## config.mk

```make
export PLATFORM = sky130hd
export DESIGN_NAME = dual_bank_irq_ctrl
export DESIGN_NICKNAME = d
export VERILOG_FILES = /design/src/rtl/irqc_pkg.sv /design/src/rtl/irqc_sync.sv /design/src/rtl/irqc_bank.sv /design/src/rtl/irqc_regport.sv /design/src/rtl/dual_bank_irq_ctrl.sv
export SDC_FILE = /design/constraint.sdc
export NUM_CORES = 1
export LEC_CHECK = 0
export BUFFER_PORTS_ARGS = -buffer_cell sky130_fd_sc_hd__buf_4
export CAP_MARGIN = 25
export CELL_PAD_IN_SITES_DETAIL_PLACEMENT = 1
export CELL_PAD_IN_SITES_GLOBAL_PLACEMENT = 2
export CORE_UTILIZATION = 25
export DETAILED_ROUTE_END_ITERATION = 6
export GPL_TIMING_DRIVEN = 0
export PLACE_DENSITY = 0.53
export SLEW_MARGIN = 40
export SYNTH_ARGS = -nofsm -noshare
export SYNTH_HDL_FRONTEND = slang
export SYNTH_SLANG_ARGS = --single-unit
```

## constraint.sdc

```tcl
create_clock -name clk -period 6.8 [get_ports clk]
set_input_delay 0 -clock clk [delete_from_list [all_inputs] [get_ports clk]]
set_output_delay 0 -clock clk [all_outputs]
set_load 0.01 [all_outputs]
```

## src/rtl/irqc_pkg.sv

```systemverilog
package irqc_pkg;

  localparam int unsigned REG_OFS_W = 4;

  localparam logic [REG_OFS_W-1:0] OFS_EVENTS = 4'h0;
  localparam logic [REG_OFS_W-1:0] OFS_MASK   = 4'h4;
  localparam logic [REG_OFS_W-1:0] OFS_CLEAR  = 4'h8;
  localparam logic [REG_OFS_W-1:0] OFS_LEVELS = 4'hC;

  typedef enum logic [2:0] {
    SEL_NONE,
    SEL_EVENTS,
    SEL_MASK,
    SEL_CLEAR,
    SEL_LEVELS
  } reg_sel_e;

  function automatic reg_sel_e decode_offset(input logic [REG_OFS_W-1:0] ofs);
    reg_sel_e sel;
    case (ofs)
      OFS_EVENTS: sel = SEL_EVENTS;
      OFS_MASK:   sel = SEL_MASK;
      OFS_CLEAR:  sel = SEL_CLEAR;
      OFS_LEVELS: sel = SEL_LEVELS;
      default:    sel = SEL_NONE;
    endcase
    return sel;
  endfunction

endpackage

```

## src/rtl/irqc_sync.sv

```systemverilog
module irqc_sync #(
  parameter int unsigned W      = 64,
  parameter int unsigned STAGES = 2
) (
  input  logic         clk,
  input  logic         rst,
  input  logic [W-1:0] async_in,
  output logic [W-1:0] sync_out
);

  logic [STAGES-1:0][W-1:0] chain_q;

  for (genvar s = 0; s < STAGES; s++) begin : g_stage
    if (s == 0) begin : g_first
      always_ff @(posedge clk) begin
        if (rst) chain_q[0] <= '0;
        else     chain_q[0] <= async_in;
      end
    end else begin : g_next
      always_ff @(posedge clk) begin
        if (rst) chain_q[s] <= '0;
        else     chain_q[s] <= chain_q[s-1];
      end
    end
  end

  assign sync_out = chain_q[STAGES-1];

endmodule

```

## src/rtl/irqc_bank.sv

```systemverilog
module irqc_bank #(
  parameter int unsigned   W        = 32,
  parameter logic [W-1:0]  LVL_ATTR = '0
) (
  input  logic         clk,
  input  logic         rst,
  input  logic [W-1:0] sync_lvl,
  input  logic         mask_we,
  input  logic         clr_we,
  input  logic [W-1:0] wdata,
  output logic [W-1:0] events,
  output logic [W-1:0] mask,
  output logic [W-1:0] levels,
  output logic         bank_req
);

  logic [W-1:0] events_q, mask_q, levels_q;
  logic [W-1:0] rise, set_bits, clr_bits;

  // rising edge of the synchronized input against the held level
  assign rise     = sync_lvl & ~levels_q;
  assign set_bits = rise & ~LVL_ATTR;
  assign clr_bits = clr_we ? (wdata & ~LVL_ATTR) : '0;

  always_ff @(posedge clk) begin
    if (rst) begin
      events_q <= '0;
      mask_q   <= '0;
      levels_q <= '0;
    end else begin
      levels_q <= sync_lvl;
      // new event has priority over a same-cycle clear
      events_q <= (events_q & ~clr_bits) | set_bits;
      if (mask_we) mask_q <= wdata;
    end
  end

  assign bank_req = |((events_q | (levels_q & LVL_ATTR)) & mask_q);
  assign events   = events_q;
  assign mask     = mask_q;
  assign levels   = levels_q;

endmodule

```

## src/rtl/irqc_regport.sv

```systemverilog
module irqc_regport
  import irqc_pkg::*;
#(
  parameter int unsigned ADDR_W = 12,
  parameter int unsigned DATA_W = 32,
  parameter int unsigned NBANK  = 2,
  parameter int unsigned BASE   = 16
) (
  input  logic                          clk,
  input  logic                          rst,
  input  logic                          req,
  input  logic                          we,
  input  logic [ADDR_W-1:0]             addr,
  input  logic [NBANK-1:0][DATA_W-1:0]  ev,
  input  logic [NBANK-1:0][DATA_W-1:0]  mk,
  input  logic [NBANK-1:0][DATA_W-1:0]  lv,
  output logic [NBANK-1:0]              mask_we,
  output logic [NBANK-1:0]              clr_we,
  output logic [DATA_W-1:0]             rdata
);

  localparam int unsigned IDX_W  = ADDR_W - REG_OFS_W;
  localparam int unsigned BSEL_W = (NBANK > 1) ? $clog2(NBANK) : 1;

  logic [ADDR_W-1:0]    rel;
  logic [IDX_W-1:0]     idx;
  logic [REG_OFS_W-1:0] ofs;
  logic [BSEL_W-1:0]    bank_sel;
  logic                 bank_ok;
  reg_sel_e             sel;
  logic [DATA_W-1:0]    rd_next;
  logic [DATA_W-1:0]    rdata_q;

  assign rel      = addr - ADDR_W'(BASE);
  assign idx      = rel[ADDR_W-1:REG_OFS_W];
  assign ofs      = rel[REG_OFS_W-1:0];
  assign bank_ok  = (idx < IDX_W'(NBANK));
  assign bank_sel = idx[BSEL_W-1:0];
  assign sel      = decode_offset(ofs);

  for (genvar b = 0; b < NBANK; b++) begin : g_we
    assign mask_we[b] = req && we && bank_ok && (idx == IDX_W'(b)) && (sel == SEL_MASK);
    assign clr_we[b]  = req && we && bank_ok && (idx == IDX_W'(b)) && (sel == SEL_CLEAR);
  end

  always_comb begin
    rd_next = '0;
    if (bank_ok) begin
      case (sel)
        SEL_EVENTS: rd_next = ev[bank_sel];
        SEL_MASK:   rd_next = mk[bank_sel];
        SEL_LEVELS: rd_next = lv[bank_sel];
        default:    rd_next = '0;
      endcase
    end
  end

  always_ff @(posedge clk) begin
    if (rst)             rdata_q <= '0;
    else if (req && !we) rdata_q <= rd_next;
  end

  assign rdata = rdata_q;

endmodule

```

## src/rtl/dual_bank_irq_ctrl.sv

```systemverilog
module dual_bank_irq_ctrl #(
  parameter int unsigned NBANK       = 2,
  parameter int unsigned BANK_W      = 32,
  parameter int unsigned ADDR_W      = 12,
  parameter int unsigned SYNC_STAGES = 2,
  parameter int unsigned BANK_BASE   = 16,
  parameter logic [NBANK-1:0][BANK_W-1:0] LVL_ATTR = {32'h1FF0_0000, 32'h0000_0000}
) (
  input  logic                      clk,
  input  logic                      rst,
  input  logic [NBANK*BANK_W-1:0]   irq_in,
  input  logic                      req,
  input  logic                      we,
  input  logic [ADDR_W-1:0]         addr,
  input  logic [BANK_W-1:0]         wdata,
  output logic [BANK_W-1:0]         rdata,
  output logic                      cpu_irq
);

  localparam int unsigned NIRQ = NBANK * BANK_W;

  logic [NIRQ-1:0]                 irq_sync;
  logic [NBANK-1:0][BANK_W-1:0]    ev_all, mk_all, lv_all;
  logic [NBANK-1:0]                mask_we, clr_we, bank_req;
  logic                            cpu_irq_q;

  irqc_sync #(.W(NIRQ), .STAGES(SYNC_STAGES)) u_sync (
    .clk      (clk),
    .rst      (rst),
    .async_in (irq_in),
    .sync_out (irq_sync)
  );

  // reversed bank order: input group g lands in bank NBANK-1-g
  for (genvar b = 0; b < NBANK; b++) begin : g_bank
    localparam int unsigned GRP = NBANK - 1 - b;
    irqc_bank #(.W(BANK_W), .LVL_ATTR(LVL_ATTR[b])) u_bank (
      .clk      (clk),
      .rst      (rst),
      .sync_lvl (irq_sync[GRP*BANK_W +: BANK_W]),
      .mask_we  (mask_we[b]),
      .clr_we   (clr_we[b]),
      .wdata    (wdata),
      .events   (ev_all[b]),
      .mask     (mk_all[b]),
      .levels   (lv_all[b]),
      .bank_req (bank_req[b])
    );
  end

  irqc_regport #(
    .ADDR_W (ADDR_W),
    .DATA_W (BANK_W),
    .NBANK  (NBANK),
    .BASE   (BANK_BASE)
  ) u_regs (
    .clk     (clk),
    .rst     (rst),
    .req     (req),
    .we      (we),
    .addr    (addr),
    .ev      (ev_all),
    .mk      (mk_all),
    .lv      (lv_all),
    .mask_we (mask_we),
    .clr_we  (clr_we),
    .rdata   (rdata)
  );

  always_ff @(posedge clk) begin
    if (rst) cpu_irq_q <= 1'b0;
    else     cpu_irq_q <= |bank_req;
  end

  assign cpu_irq = cpu_irq_q;

endmodule

```

* Word-level counts from Yosys, hierarchy flattened
Cells that the tools add are included.
W data, S select, Z words.
** Cells by class
- $add $sub $neg :: 1
- $lt $le $gt $ge :: 2
- Equal/unequal tests :: 8
- Multiplexer cells :: 11
- Bitwise gates (word level) :: 13
- Reductions and logical operators :: 13
** Operators with widths (count)
- $mux W32 :: 9
- $and A32 B32 Y32 :: 6
- $not A32 Y32 :: 4
- $pmux W32 S3 :: 1
- $or A32 B32 Y32 :: 2
- $reduce_or A64 Y1 :: 1
- $or A32 B29 Y32 :: 1
- $pmux W3 S4 :: 1
- $sub A12 B5 Y12 const B :: 1
- $logic_and A1 B1 Y1 :: 9
- $eq A4 B4 Y1 const B :: 2
- $eq A8 B1 Y1 const B :: 1
- $logic_not A8 Y1 :: 1
- $lt A8 B2 Y1 const B :: 1
- $eq A3 B2 Y1 const B :: 2
- $eq A4 B3 Y1 const B :: 1
- $logic_not A4 Y1 :: 1
- $eq A3 B1 Y1 const B :: 1
- $eq A3 B3 Y1 const B :: 1
- $lt A1 B2 Y1 const B :: 1
- $logic_not A1 Y1 :: 1
** Storage, ports and cells
- Register bits after elaboration :: 353

* Logic depth before layout (Yosys ltp)
- Depth after elaboration :: 9
- Gate-level depth with buffers :: 12
- Gate-level depth less buffers :: 7

* By module
Synthesis repeated with hierarchy kept, for this count alone.
** Unflattened totals
- Cell total of the unflattened synthesis :: 1407
- Area, all modules :: 13198.9 sq um
** By module, submodules not included
- irqc_sync :: instances 1, cells an instance 334, area each 3945.0 sq um, sequential area each 2562.5 sq um
- irqc_bank (g_bank[0].u_bank) :: instances 1, cells an instance 359, area each 3399.5 sq um, sequential area each 1921.8 sq um
- irqc_bank (g_bank[1].u_bank) :: instances 1, cells an instance 322, area each 3113.0 sq um, sequential area each 1741.7 sq um
- irqc_regport :: instances 1, cells an instance 390, area each 2711.4 sq um, sequential area each 640.6 sq um
- dual_bank_irq_ctrl :: instances 1, cells an instance 2, area each 30.0 sq um, sequential area each 20.0 sq um

* Worst setup path before layout
Ideal clock, no wire load.
- Path type :: input-to-reg
- Start :: input port addr[4]
- End :: register u_regs.rdata_q[10] (netlist: u_regs.rdata[10])
- Library setup time :: 0.117 ns
- Arrival :: 2.376 ns
- Path slack :: 4.306 ns
- Stages on the path :: 12
- Cells stage by stage :: clkbuf_1 -> inv_1 -> clkbuf_1 -> buf_1 -> ha_1 -> and3b_1 -> a31oi_4 -> nor4_1 -> and3b_1 -> buf_4 -> buf_6 -> a32o_1
** Between the ends
- Word-level cells in the longest chain between the ends :: 5
- Elaborated cells on any way between the ends :: 10
** RTL lines
- from (decl) :: line dual_bank_irq_ctrl.sv:14 : input logic [ADDR_W-1:0] addr,
- $sub A12 B5 Y12 * :: line irqc_regport.sv:34 : assign rel = addr - ADDR_W'(BASE);
- parallel branches: the longest is 3 deep, another holds $lt A8 B2 Y1
- $mux W32 * :: line irqc_regport.sv:48 : if (bank_ok) begin
- to (signal assigned) :: line irqc_regport.sv:60 : else if (req && !we) rdata_q <= rd_next;
- to (decl) :: line irqc_regport.sv:32 : logic [DATA_W-1:0] rdata_q;
Every way passes the cells marked *. The select of a mux whose other input is x is not followed.
A chain may end at the register's enable or synchronous reset.

* Final worst setup path
- Start :: input port addr[4]
- End :: register g_bank[1].u_bank.mask_q[5]
** Between the ends
- Word-level cells in the longest chain between the ends :: 5
- Elaborated cells on any way between the ends :: 6
** RTL lines
- $sub A12 B5 Y12 * :: line irqc_regport.sv:34
- $lt A8 B2 Y1 :: line irqc_regport.sv:37 : assign bank_ok = (idx < IDX_W'(NBANK));
- $logic_and A1 B1 Y1 :: line irqc_regport.sv:42 : assign mask_we[b] = req && we && bank_ok && (idx == IDX_W'(b)) && (sel == SEL_MASK);
- $logic_and A1 B1 Y1 * (2 in a row) :: line irqc_regport.sv:42
- to (signal assigned) :: line irqc_bank.sv:34 : if (mask_we) mask_q <= wdata;
- to (decl) :: line irqc_bank.sv:17 : logic [W-1:0] events_q, mask_q, levels_q;
Every way passes the cells marked *; elsewhere a longest branch is shown, timed or not.

==> impl_metrics.ini <==
[grt]
grt_pass1_wl_microns = 75500
antenna_found_initial = 0
grt_max_degree = 13
grt_usage = 0.210
grt_pass1_vias = 11000
grt.overflow.total = 0

[pwr]
combPwrFrac = 0.066
leakage_nw = 6.17
netSwitchingPower_w = 0.00110
p_int_w = 0.00359
ir_drop_mv = 0.124
p_seq_frac = 0.452
power.share.clock = 0.481
power_density_nw_per_um2 = 280
total_power_w = 0.00469
p_sw_frac = 0.234

[finish]
drive_gt1_frac = 0.160
fillers = 5524
final_nets = 1634
area_delta_synth_final_pct = 35.3
antennaDiodeCount = 0
finalNonFillerCells = 2212

[clock_tree]
insertion_delay_ns = 0.57
holdBufCountCts = 104
cts_max_level = 2
clkTransAtPathRegs_ns = 0.06
post_cts_buffers = 0
root_buffer = clkbuf_16
cts_resized = 0
clock_sinks = 344
clockBufferDepth = 3
cts_buffers = 41
cts_tree = done

[floorplan]
initial_utilization = 0.253
die_h_microns = 225
dieWidth_microns = 225
num_rows = 81
io_pins = 145
core_area_sq_um = 49000
die_area_sq_um = 50500

[worst_setup_path]
crit_slowest_cell = dlygate4sd3_1
critical_path_class = in -> reg
worstPathRequired_ns = 7.21
path_common_cell = clkbuf_1
cp_max_fo = 11
worstPathArrival_ns = 4.05
max_stage_delay_ns = 0.62
end_kind = register
cp_cell_sequence = buf_4 -> clkbuf_1 -> inv_1 -> clkbuf_1 -> buf_2 -> ha_1 -> nor3b_1 -> dlygate4sd3_1 -> nand2_1 -> a2111o_1 -> clkbuf_1 -> nand2_1 -> a21oi_1
worstSetupStartpointType = primary input

[route]
via_per_inst = 4.76
ant_nets = 0
route.detailed.drc = 5
vias = 10500
dr_wl_met2_microns = 24100
wl_met3_microns = 2430
wirelength_microns = 52300
routedLengthMet1_microns = 23900
wl_per_cell_microns = 23.6
drtIter0Drc = 724
route.top_layer_used = met4
firstDrtPassIters = 7

[sta]
rsz0062_at_grt = no
final_hold_viol_count = 0
fin_crit_sh = 0.535
drv_slew = 0
achievable-frequency_mhz = 275
finalSetupViolations = 0
relSlewSlack = 0.388
fin_skew_ns = 0.0166
worst_pin_slew_ns = 0.918
period_minus_slack_ns = 3.64
final.setup.tns_ns = 0

[logic_synthesis]
synth_top_area_frac = 0.556
synthCells = 1229
synthArstFlopShare = 0
synth_area_sq_um = 12400
yosysWarnings = 0
syn_avg_cell_area_sq_um = 10.1
netlist_top_cells_area = dfxtp_1, nor2b_1, nand2_1
synth-main-ff-cell = dfxtp_1
synth_fp_nets = 1344
synth_edf_count = 0
ys_ff_latch = 344
yosys.area.top_type = dfxtp_1
synth.yosys.seq_area_share = 0.556
synth_cell_types = 45

[place]
portBuffers = 140
dp_cells = 2036
gp_congestion = 0.834
dpl.hpwl_microns = 37500

[min_path]
hold_class = in -> reg

[run]
cap_violations = 0

[outcome]
failed_checks = design-rule violations
outcome = complete, but fails checks
[cells by family (layout without fill, tap and decap cells)]
group / after synthesis / after routing / share of synthesized area
buf+inv: 90 / 409 / 0.0346
flops: 344 / 344 / 0.556
compound gates: 265 / 265 / 0.174
fa+ha+maj: 3 / 3 / 0.00303
mux: 4 / 4 / 0.00343
simple gates: 523 / 523 / 0.229
[worst max-delay path: cells and delay by family]
kind | cells | cell delay [ns]
AOI/OAI and AO/OA | 2 | 0.55
and+or+nand+nor | 3 | 0.60
buffers and inverters | 7 | 2.65
adders and majority gates | 1 | 0.22
[path summary, 6_finish.rpt]
| kind | depth (start not counted) | start | slack, ns | to |
|---|---|---|---|---|
| setup / recovery | 13 | addr[4] | 3.16 | g_bank[1].u_bank.mask[5] |
| hold / removal | 4 | addr[1] | 0.06 | u_regs.rdata[21] |
| setup reg to reg | 5 | g_bank[0].u_bank.events[14] | 5.02 | cpu_irq |
| hold reg to reg | 1 | u_sync.chain_q[63] | 0.43 | u_sync.sync_out[63] |
[metrics by stage]
stage           util  setup slack, ns  hold WS [ns]  cell area (sq um)
6_report       0.342             3.16        0.0596              16800
5_1_grt        0.342             2.87         0.103              16800
4_1_cts        0.342             3.21        0.0368              16800
3_5_place_dp   0.293             2.91         0.217              14300
3_3_place_gp   0.292             2.55         0.209              14300
2_1_floorplan      -             4.31         0.109              12400
[cell type report]
class                      instances  area, sq um  share of cell area
buffer                            86          428              0.0255
clock buffer                      63         1280              0.0764
clock inverter                     9          101             0.00605
inverter                           4         15.0            0.000896
multi-input combinational        795         5110               0.305
sequential                       344         6890               0.411
tap                              664          831              0.0496
timing repair buffer             247         2110               0.126
[cell usage in the layout (no fill, tap or decap), types with 11 or more instances in the layout]
cell / Yosys / routed
a21oi_1: 72 / 72
a221oi_1: 23 / 23
a222oi_1: 46 / 46
a22o_1: 15 / 15
a22oi_1: 16 / 16
a311oi_1: 55 / 55
a32o_1: 23 / 23
buf_4: 3 / 143
buf_6: 10 / 11
clkbuf_1: 67 / 64
clkbuf_16: 0 / 43
clkbuf_8: 0 / 13
dfxtp_1: 344 / 344
dlygate4sd3_1: 0 / 104
nand2_1: 185 / 185
nand2b_1: 56 / 56
nor2b_1: 247 / 247
[state kept, by name (all words and copies together) (netlist names)]
register and count:
cpu_irq 1, g_bank.u_bank.events 55, g_bank.u_bank.levels 64, g_bank.u_bank.mask 64, u_regs.rdata 32, u_sync.chain_q 64, u_sync.sync_out 64
[cell usage after synthesis (2+ instances only)]
| cell type | n |
|---|---|
| buf_1 | 2 |
| clkbuf_1 | 67 |
| nor3_1 | 3 |
| a22oi_1 | 16 |
| nand2b_1 | 56 |
| inv_1 | 4 |
| nand3_1 | 2 |
| dfxtp_1 | 344 |
| o22ai_1 | 2 |
| ha_1 | 3 |
| nor4_1 | 2 |
| a32oi_1 | 3 |
| a221oi_1 | 23 |
| a22o_1 | 15 |
| buf_2 | 4 |
| mux2_2 | 2 |
| a2111o_1 | 2 |
| or3_1 | 2 |
| o21ai_0 | 2 |
| a2111oi_4 | 2 |
| a21oi_1 | 72 |
| buf_6 | 10 |
| nor2_1 | 8 |
| nand4_1 | 7 |
| mux2i_1 | 2 |
| a32o_1 | 23 |
| nor2b_1 | 247 |
| a222oi_1 | 46 |
| buf_4 | 3 |
| nand2_1 | 185 |
| and3b_1 | 2 |
| a311oi_1 | 55 |
[power groups by stage]
stage | combinational [W] | clock (W) | sequential [W]
3_3_place_gp | 0.000262 | 0 | 0.00217
4_1_cts | 0.000317 | 0.00233 | 0.00212
2_1_floorplan | 0.000130 | 0 | 0.00214
5_1_grt | 0.000340 | 0.00241 | 0.00213
3_5_place_dp | 0.000269 | 0 | 0.00217
6_report | 0.000312 | 0.00226 | 0.00212
[metal layers]
layer	up-vias	global-route usage
li1	4955	-
met1	5243	0.274
met2	247	0.340
met3	86	0.0387
met4	0	0.0851
met5	-	0
Note: power is estimated with default switching activity, not from simulation.
